$ cat config.mk
export PLATFORM = sky130hd
export DESIGN_NAME = sir_frame_rx
export DESIGN_NICKNAME = d
export VERILOG_FILES = /design/src/rtl/sir_rx_pkg.sv /design/src/rtl/sir_rx_fsm.sv /design/src/rtl/sir_rx_crc.sv /design/src/rtl/sir_rx_status.sv /design/src/rtl/sir_frame_rx.sv
export SDC_FILE = /design/constraint.sdc
export NUM_CORES = 1
export LEC_CHECK = 0
export CAP_MARGIN = 20
export CORE_UTILIZATION = 46
export DETAILED_ROUTE_END_ITERATION = 16
export GPL_ROUTABILITY_DRIVEN = 0
export HOLD_SLACK_MARGIN = 0.02
export PLACE_DENSITY = 0.68
export RECOVER_POWER = 50
export SLEW_MARGIN = 20
export SYNTH_ARGS = -nofsm -noshare
export SYNTH_HDL_FRONTEND = slang
export SYNTH_HIERARCHICAL = 1
export SYNTH_SLANG_ARGS = --single-unit
$ cat constraint.sdc
create_clock -name clk_i -period 2.2 [get_ports clk_i]
set_clock_uncertainty 0.05 [all_clocks]
set_input_delay 0.33 -clock clk_i [delete_from_list [all_inputs] [get_ports clk_i]]
set_output_delay 0.33 -clock clk_i [all_outputs]
set_load 0.02 [all_outputs]
$ cat src/rtl/sir_rx_pkg.sv
package sir_rx_pkg;
  localparam logic [7:0]  FLAG_START = 8'hC0;
  localparam logic [7:0]  FLAG_STOP  = 8'hC1;
  localparam logic [7:0]  BYTE_ESC   = 8'h7D;
  localparam logic [7:0]  ESC_FLIP   = 8'h20;
  localparam logic [15:0] CRC_SEED   = 16'hFFFF;
  localparam logic [15:0] CRC_POLY   = 16'h8408;
  localparam logic [15:0] CRC_GOOD   = 16'hF0B8;

  typedef enum logic [1:0] {ST_HUNT, ST_HDR, ST_DATA, ST_ESC} rx_state_e;

  function automatic logic [15:0] crc_byte(input logic [15:0] c_in, input logic [7:0] d);
    logic [15:0] c;
    c = c_in;
    for (int i = 0; i < 8; i++) begin
      if (c[0] ^ d[i]) c = (c >> 1) ^ CRC_POLY;
      else             c = c >> 1;
    end
    return c;
  endfunction
endpackage

$ cat src/rtl/sir_rx_fsm.sv
module sir_rx_fsm
  import sir_rx_pkg::*;
(
  input  logic       clk_i,
  input  logic       rst_ni,
  input  logic       rx_valid_i,
  input  logic [7:0] rx_byte_i,
  output logic       data_vld_o,
  output logic [7:0] data_o,
  output logic       restart_o,
  output logic       drop_o,
  output logic       stop_o,
  output logic       abort_o
);
  rx_state_e  st_q;
  logic       data_vld_q, restart_q, drop_q, stop_q, abort_q;
  logic [7:0] data_q;
  logic       is_start, is_stop, is_esc;

  assign is_start = (rx_byte_i == FLAG_START);
  assign is_stop  = (rx_byte_i == FLAG_STOP);
  assign is_esc   = (rx_byte_i == BYTE_ESC);

  always_ff @(posedge clk_i or negedge rst_ni) begin
    if (!rst_ni) begin
      st_q       <= ST_HUNT;
      data_vld_q <= 1'b0;
      data_q     <= '0;
      restart_q  <= 1'b0;
      drop_q     <= 1'b0;
      stop_q     <= 1'b0;
      abort_q    <= 1'b0;
    end else begin
      data_vld_q <= 1'b0;
      restart_q  <= 1'b0;
      drop_q     <= 1'b0;
      stop_q     <= 1'b0;
      abort_q    <= 1'b0;
      if (rx_valid_i) begin
        unique case (st_q)
          ST_HUNT: begin
            if (is_start) begin
              restart_q <= 1'b1;
              st_q      <= ST_HDR;
            end
          end
          ST_HDR, ST_DATA: begin
            if (is_start) begin
              restart_q <= 1'b1;
              drop_q    <= (st_q == ST_DATA);
              st_q      <= ST_HDR;
            end else if (is_stop) begin
              stop_q <= 1'b1;
              st_q   <= ST_HUNT;
            end else if (is_esc) begin
              st_q <= ST_ESC;
            end else begin
              data_vld_q <= 1'b1;
              data_q     <= rx_byte_i;
              st_q       <= ST_DATA;
            end
          end
          ST_ESC: begin
            if (is_start) begin
              restart_q <= 1'b1;
              drop_q    <= 1'b1;
              st_q      <= ST_HDR;
            end else if (is_stop) begin
              abort_q <= 1'b1;
              st_q    <= ST_HUNT;
            end else begin
              data_vld_q <= 1'b1;
              data_q     <= rx_byte_i ^ ESC_FLIP;
              st_q       <= ST_DATA;
            end
          end
          default: st_q <= ST_HUNT;
        endcase
      end
    end
  end

  assign data_vld_o = data_vld_q;
  assign data_o     = data_q;
  assign restart_o  = restart_q;
  assign drop_o     = drop_q;
  assign stop_o     = stop_q;
  assign abort_o    = abort_q;

  AST_ONE_EVENT: assert property (@(posedge clk_i) disable iff (!rst_ni)
    $onehot0({data_vld_q, restart_q, stop_q, abort_q}));
  AST_DROP_RESTARTS: assert property (@(posedge clk_i) disable iff (!rst_ni)
    drop_q |-> restart_q);
  AST_IDLE_SILENT: assert property (@(posedge clk_i) disable iff (!rst_ni)
    !rx_valid_i |=> !(data_vld_q || restart_q || stop_q || abort_q));
endmodule

$ cat src/rtl/sir_rx_crc.sv
module sir_rx_crc
  import sir_rx_pkg::*;
(
  input  logic        clk_i,
  input  logic        rst_ni,
  input  logic        clr_i,
  input  logic        upd_i,
  input  logic [7:0]  data_i,
  output logic [15:0] crc_o
);
  logic [15:0] crc_q;

  always_ff @(posedge clk_i or negedge rst_ni) begin
    if (!rst_ni)     crc_q <= CRC_SEED;
    else if (clr_i)  crc_q <= CRC_SEED;
    else if (upd_i)  crc_q <= crc_byte(crc_q, data_i);
  end

  assign crc_o = crc_q;

  AST_CRC_RESEED: assert property (@(posedge clk_i) disable iff (!rst_ni)
    clr_i |=> (crc_q == CRC_SEED));
  AST_CRC_HOLD: assert property (@(posedge clk_i) disable iff (!rst_ni)
    (!clr_i && !upd_i) |=> $stable(crc_q));
endmodule

$ cat src/rtl/sir_rx_status.sv
module sir_rx_status
  import sir_rx_pkg::*;
#(
  parameter int LEN_W   = 8,
  parameter int MIN_LEN = 4
) (
  input  logic             clk_i,
  input  logic             rst_ni,
  input  logic             data_vld_i,
  input  logic             restart_i,
  input  logic             stop_i,
  input  logic             abort_i,
  input  logic [15:0]      crc_i,
  input  logic [LEN_W-1:0] max_len_i,
  input  logic             rd_i,
  output logic             valid_o,
  output logic             abort_o,
  output logic             crc_err_o,
  output logic             len_err_o
);
  localparam logic [LEN_W-1:0] CNT_MAX = {LEN_W{1'b1}};
  localparam logic [LEN_W-1:0] CNT_MIN = LEN_W'(MIN_LEN);

  logic [LEN_W-1:0] cnt_q;
  logic [3:0]       flg_q, flg_new, flg_keep;
  logic             len_bad;

  always_ff @(posedge clk_i or negedge rst_ni) begin
    if (!rst_ni)                               cnt_q <= '0;
    else if (restart_i)                        cnt_q <= '0;
    else if (data_vld_i && cnt_q != CNT_MAX)   cnt_q <= cnt_q + 1'b1;
  end

  assign len_bad  = (cnt_q < CNT_MIN) || (cnt_q > max_len_i);
  // {valid, abort, crc, len}
  assign flg_new  = {stop_i | abort_i, abort_i, stop_i & (crc_i != CRC_GOOD), stop_i & len_bad};
  assign flg_keep = rd_i ? 4'b0 : flg_q;

  always_ff @(posedge clk_i or negedge rst_ni) begin
    if (!rst_ni) flg_q <= '0;
    else         flg_q <= flg_keep | flg_new;
  end

  assign valid_o   = flg_q[3];
  assign abort_o   = flg_q[2];
  assign crc_err_o = flg_q[1];
  assign len_err_o = flg_q[0];

  AST_FLAGS_STICKY: assert property (@(posedge clk_i) disable iff (!rst_ni)
    (flg_q[3] && !rd_i) |=> flg_q[3]);
  AST_READ_CLEARS: assert property (@(posedge clk_i) disable iff (!rst_ni)
    (rd_i && !stop_i && !abort_i) |=> (flg_q == 4'b0));
  AST_ABORT_POSTS: assert property (@(posedge clk_i) disable iff (!rst_ni)
    abort_i |=> (flg_q[3] && flg_q[2]));
  AST_COUNT_RESTART: assert property (@(posedge clk_i) disable iff (!rst_ni)
    restart_i |=> (cnt_q == '0));
  AST_ERR_NEEDS_VALID: assert property (@(posedge clk_i) disable iff (!rst_ni)
    (flg_q[2] || flg_q[1] || flg_q[0]) |-> flg_q[3]);
endmodule

$ cat src/rtl/sir_frame_rx.sv
module sir_frame_rx
  import sir_rx_pkg::*;
#(
  parameter int LEN_W   = 8,
  parameter int MIN_LEN = 4
) (
  input  logic             clk_i,
  input  logic             rst_ni,
  input  logic             rx_valid_i,
  input  logic [7:0]       rx_byte_i,
  input  logic [LEN_W-1:0] max_len_i,
  input  logic             status_rd_i,
  output logic             fifo_wr_o,
  output logic [7:0]       fifo_data_o,
  output logic             fifo_drop_o,
  output logic             stat_valid_o,
  output logic             stat_abort_o,
  output logic             stat_crc_err_o,
  output logic             stat_len_err_o
);
  logic        data_vld, restart, stop_ev, abort_ev;
  logic [7:0]  data;
  logic [15:0] crc;

  sir_rx_fsm u_fsm (
    .clk_i      (clk_i),
    .rst_ni     (rst_ni),
    .rx_valid_i (rx_valid_i),
    .rx_byte_i  (rx_byte_i),
    .data_vld_o (data_vld),
    .data_o     (data),
    .restart_o  (restart),
    .drop_o     (fifo_drop_o),
    .stop_o     (stop_ev),
    .abort_o    (abort_ev)
  );

  sir_rx_crc u_crc (
    .clk_i  (clk_i),
    .rst_ni (rst_ni),
    .clr_i  (restart),
    .upd_i  (data_vld),
    .data_i (data),
    .crc_o  (crc)
  );

  sir_rx_status #(.LEN_W(LEN_W), .MIN_LEN(MIN_LEN)) u_status (
    .clk_i      (clk_i),
    .rst_ni     (rst_ni),
    .data_vld_i (data_vld),
    .restart_i  (restart),
    .stop_i     (stop_ev),
    .abort_i    (abort_ev),
    .crc_i      (crc),
    .max_len_i  (max_len_i),
    .rd_i       (status_rd_i),
    .valid_o    (stat_valid_o),
    .abort_o    (stat_abort_o),
    .crc_err_o  (stat_crc_err_o),
    .len_err_o  (stat_len_err_o)
  );

  assign fifo_wr_o   = data_vld;
  assign fifo_data_o = data;

  AST_WR_NOT_FLAG_END: assert property (@(posedge clk_i) disable iff (!rst_ni)
    fifo_wr_o |-> !(stop_ev || abort_ev || fifo_drop_o));
endmodule

==> results.toml <==
[sta]
maxSlewViolCount = 35
rsz0062_at_grt = "no"
worst_pin_slew_ps = 1710
period_share_pct = 94.3
setup_viol_count_final = 0
hold_violations = 0
final.setup.tns_ps = 0
max-slew-margin-rel_pct = -14.0
fmax_mhz = 482
setup_ws_ps = 125
post-route-min-period_ps = 2070

[floorplanning]
die_w_um = 77.2
start_util_pct = 47.6
dieArea_um2 = 5970
rows = 27
core_area_um2 = 5470
pin_count = 34
dieHeight_um = 77.2

[critical_path]
cpMostUsedCell = "inv_1"
worstPathArrival_ps = 2200
startpoint_type = "flop"
cp-end-kind = "flop"
cp_cell_sequence = "inv_1, ha_4, inv_1, or4_4, nand4b_4, mux2_4"
worstSetupPathType = "flop to flop"
crit_path_top_delay_cell = "or4_4"
crit_family = "simple AND/OR/NAND/NOR gates"
critical_path.max_fanout = 8
cp_num_buf_inv = 2
cpPeakStageDelay_ps = 550
worstPathRequired_ps = 2330

[status]
violations = "capacitance limit, slew limit"
status = "finished with violations"

[place]
pre_cts_slack_ps = 3.62
port_buffers = 33
dpl.hpwl_um = 3850

[synth]
synth_seq_area_share_pct = 42.1
synthesis.nets = 259
synth_warnings = 6
syn_avg_cell_area_um2 = 11.5
synth_edf_count = 0
async_flop_share_pct = 100
ys.flop_type = "dfrtp_1"
ys_seq_elements = 43
synth_cells = 226
yosysUniqueCellTypes = 53
synth_area_um2 = 2600

[global_routing]
grt_max_degree = 35
grt_pass1_wl_um = 9010
first_global_vias = 1895
antenna_found_initial = 0
grt_usage_pct = 19.4
grt-ovfl-total = 0

[clock_tree]
htree_levels = 2
postCtsHoldBufs = 0
cts_buffers = 5
tritoncts = "yes"
root_buffer = "clkbuf_8"
clock-sinks = 43
clk_path_buf_depth = 2
clkTransAtPathRegs_ps = 80
clk_latency_ps = 290

[worst_hold_path]
min_path_type = "flop to flop"

[pwr]
vdd_drop_max_mv = 0.854
p_leak_nw = 1.48
p_per_area_nw_per_um2 = 1570

[final_layout]
syn2layout_area_growth_pct = 21.9
final_cell_mix = "clkdlybuf4s50_1 (31), dfrtp_1 (27), a21oi_1 (17), inv_1 (16), dfstp_2 (15)"
ff_latch_area_um2 = 1100
multi_input_area_um2 = 1430
fin_nets = 302
post_route_cells_drive_above_1_share_pct = 17.0
num-fill-cells = 489
mostFrequentLayoutCell = "clkdlybuf4s50_1"
n_antenna_cell = 0

[detailed_routing]
finalWirelength_um = 5220
first_iter_violations = 80
wl_per_cell_um = 15.3
vias = 1831
firstDrtPassIters = 4
drc_errors = 0
final_antenna_net_count = 0
viasPerCell = 5.35

[flow_run]
drv_cap = 1
[synthesized netlist by cell type, drive strengths merged (3+ instances only)]
library cell | instances | area [um2]
dfstp | 16 | 420
ha | 13 | 163
inv | 16 | 60.1
nor4 | 3 | 25.0
a21o | 3 | 22.5
o21ai | 8 | 43.8
a211o | 9 | 78.8
nor2 | 13 | 48.8
nor3 | 4 | 20.0
xor2 | 9 | 86.3
nor4b | 3 | 26.3
a21oi | 17 | 85.1
nor2b | 9 | 56.3
nand4 | 4 | 31.3
xnor3 | 8 | 180
mux2 | 8 | 120
xnor2 | 13 | 129
nand2 | 5 | 18.8
clkbuf | 5 | 18.8
dfrtp | 27 | 676
[final cells by class]
class	count	share of cell area (%)
multi-input cells	161	45.1
flip-flops and latches	43	34.5
repair buffers	42	12.1
well taps	72	2.84
clock buffers	6	2.29
inverters	16	1.89
clock inverters	2	1.18
[metrics by stage]
step	area [um2]	power (mW)	util (%)	cells	hold WS, ps
global route	3170	5.31	58.0	342	457
detailed placement	3060	4.34	56.0	334	389
CTS	3170	4.97	58.0	342	68.1
global placement	3060	4.30	56.0	334	381
floorplan	2600	3.69	-	226	-15.6
finish	3170	4.97	58.0	342	415
[repair_timing]
action / CTS / global route
endpoints found under the setup margin: 0 / 8
buffers inserted: 0 / 0
resized for setup: 0 / 1
[report_power, final]
group          switching (mW)  internal [mW]
Sequential              0.369           1.21
Combinational            1.16           1.63
Clock                   0.261          0.339
[path summary, 6_finish.rpt]
path,depth (start not counted),to,from,slack (ps)
worst max-delay path,6,u_fsm/data_o[7]$_DFFE_PN0P_,u_fsm/st_q[0]$_DFFE_PN0P_,130
worst min-delay path,1,u_status/flg_q[2]$_DFF_PN0_,u_fsm/abort_o$_DFF_PN0_,410
worst max register to register,6,u_fsm/data_o[7]$_DFFE_PN0P_,u_fsm/st_q[0]$_DFFE_PN0P_,130
worst min register to register,1,u_status/flg_q[2]$_DFF_PN0_,u_fsm/abort_o$_DFF_PN0_,410
max in group asynchronous,2,u_crc/crc_o[10]$_DFFE_PN1P_,rst_ni,620
min in group asynchronous,1,u_status/cnt_q[0]$_DFFE_PN0P_,rst_ni,430
[cell families after synthesis]
group / after synthesis / share of synthesized area (%)
and+or+nand+nor: 58 / 14.4
AOI/OAI and AO/OA: 50 / 13.0
DFF: 43 / 42.1
xor gates and xnor gates: 31 / 16.1
buffers and inverters: 22 / 3.17
adders and majority gates: 13 / 6.25
muxes: 9 / 5.00
[registers in the layout, summed over array words and instances, names as in the netlist]
signal	flops
u_crc/crc_o	16
u_fsm/abort_o	1
u_fsm/data_o	8
u_fsm/data_vld_o	1
u_fsm/drop_o	1
u_fsm/restart_o	1
u_fsm/st_q	2
u_fsm/stop_o	1
u_status/cnt_q	8
u_status/flg_q	4
[per-layer routing]
metal | routed length (um) | track usage [%] | up-vias
met1 | 2390 | 24.3 | 880
met3 | 209 | 3.33 | 7
met5 | 0 | 0 | -
met2 | 2560 | 33.5 | 45
met4 | 61 | 6.60 | 0
li1 | - | - | 899
Note: power is estimated with default switching activity, not from simulation.
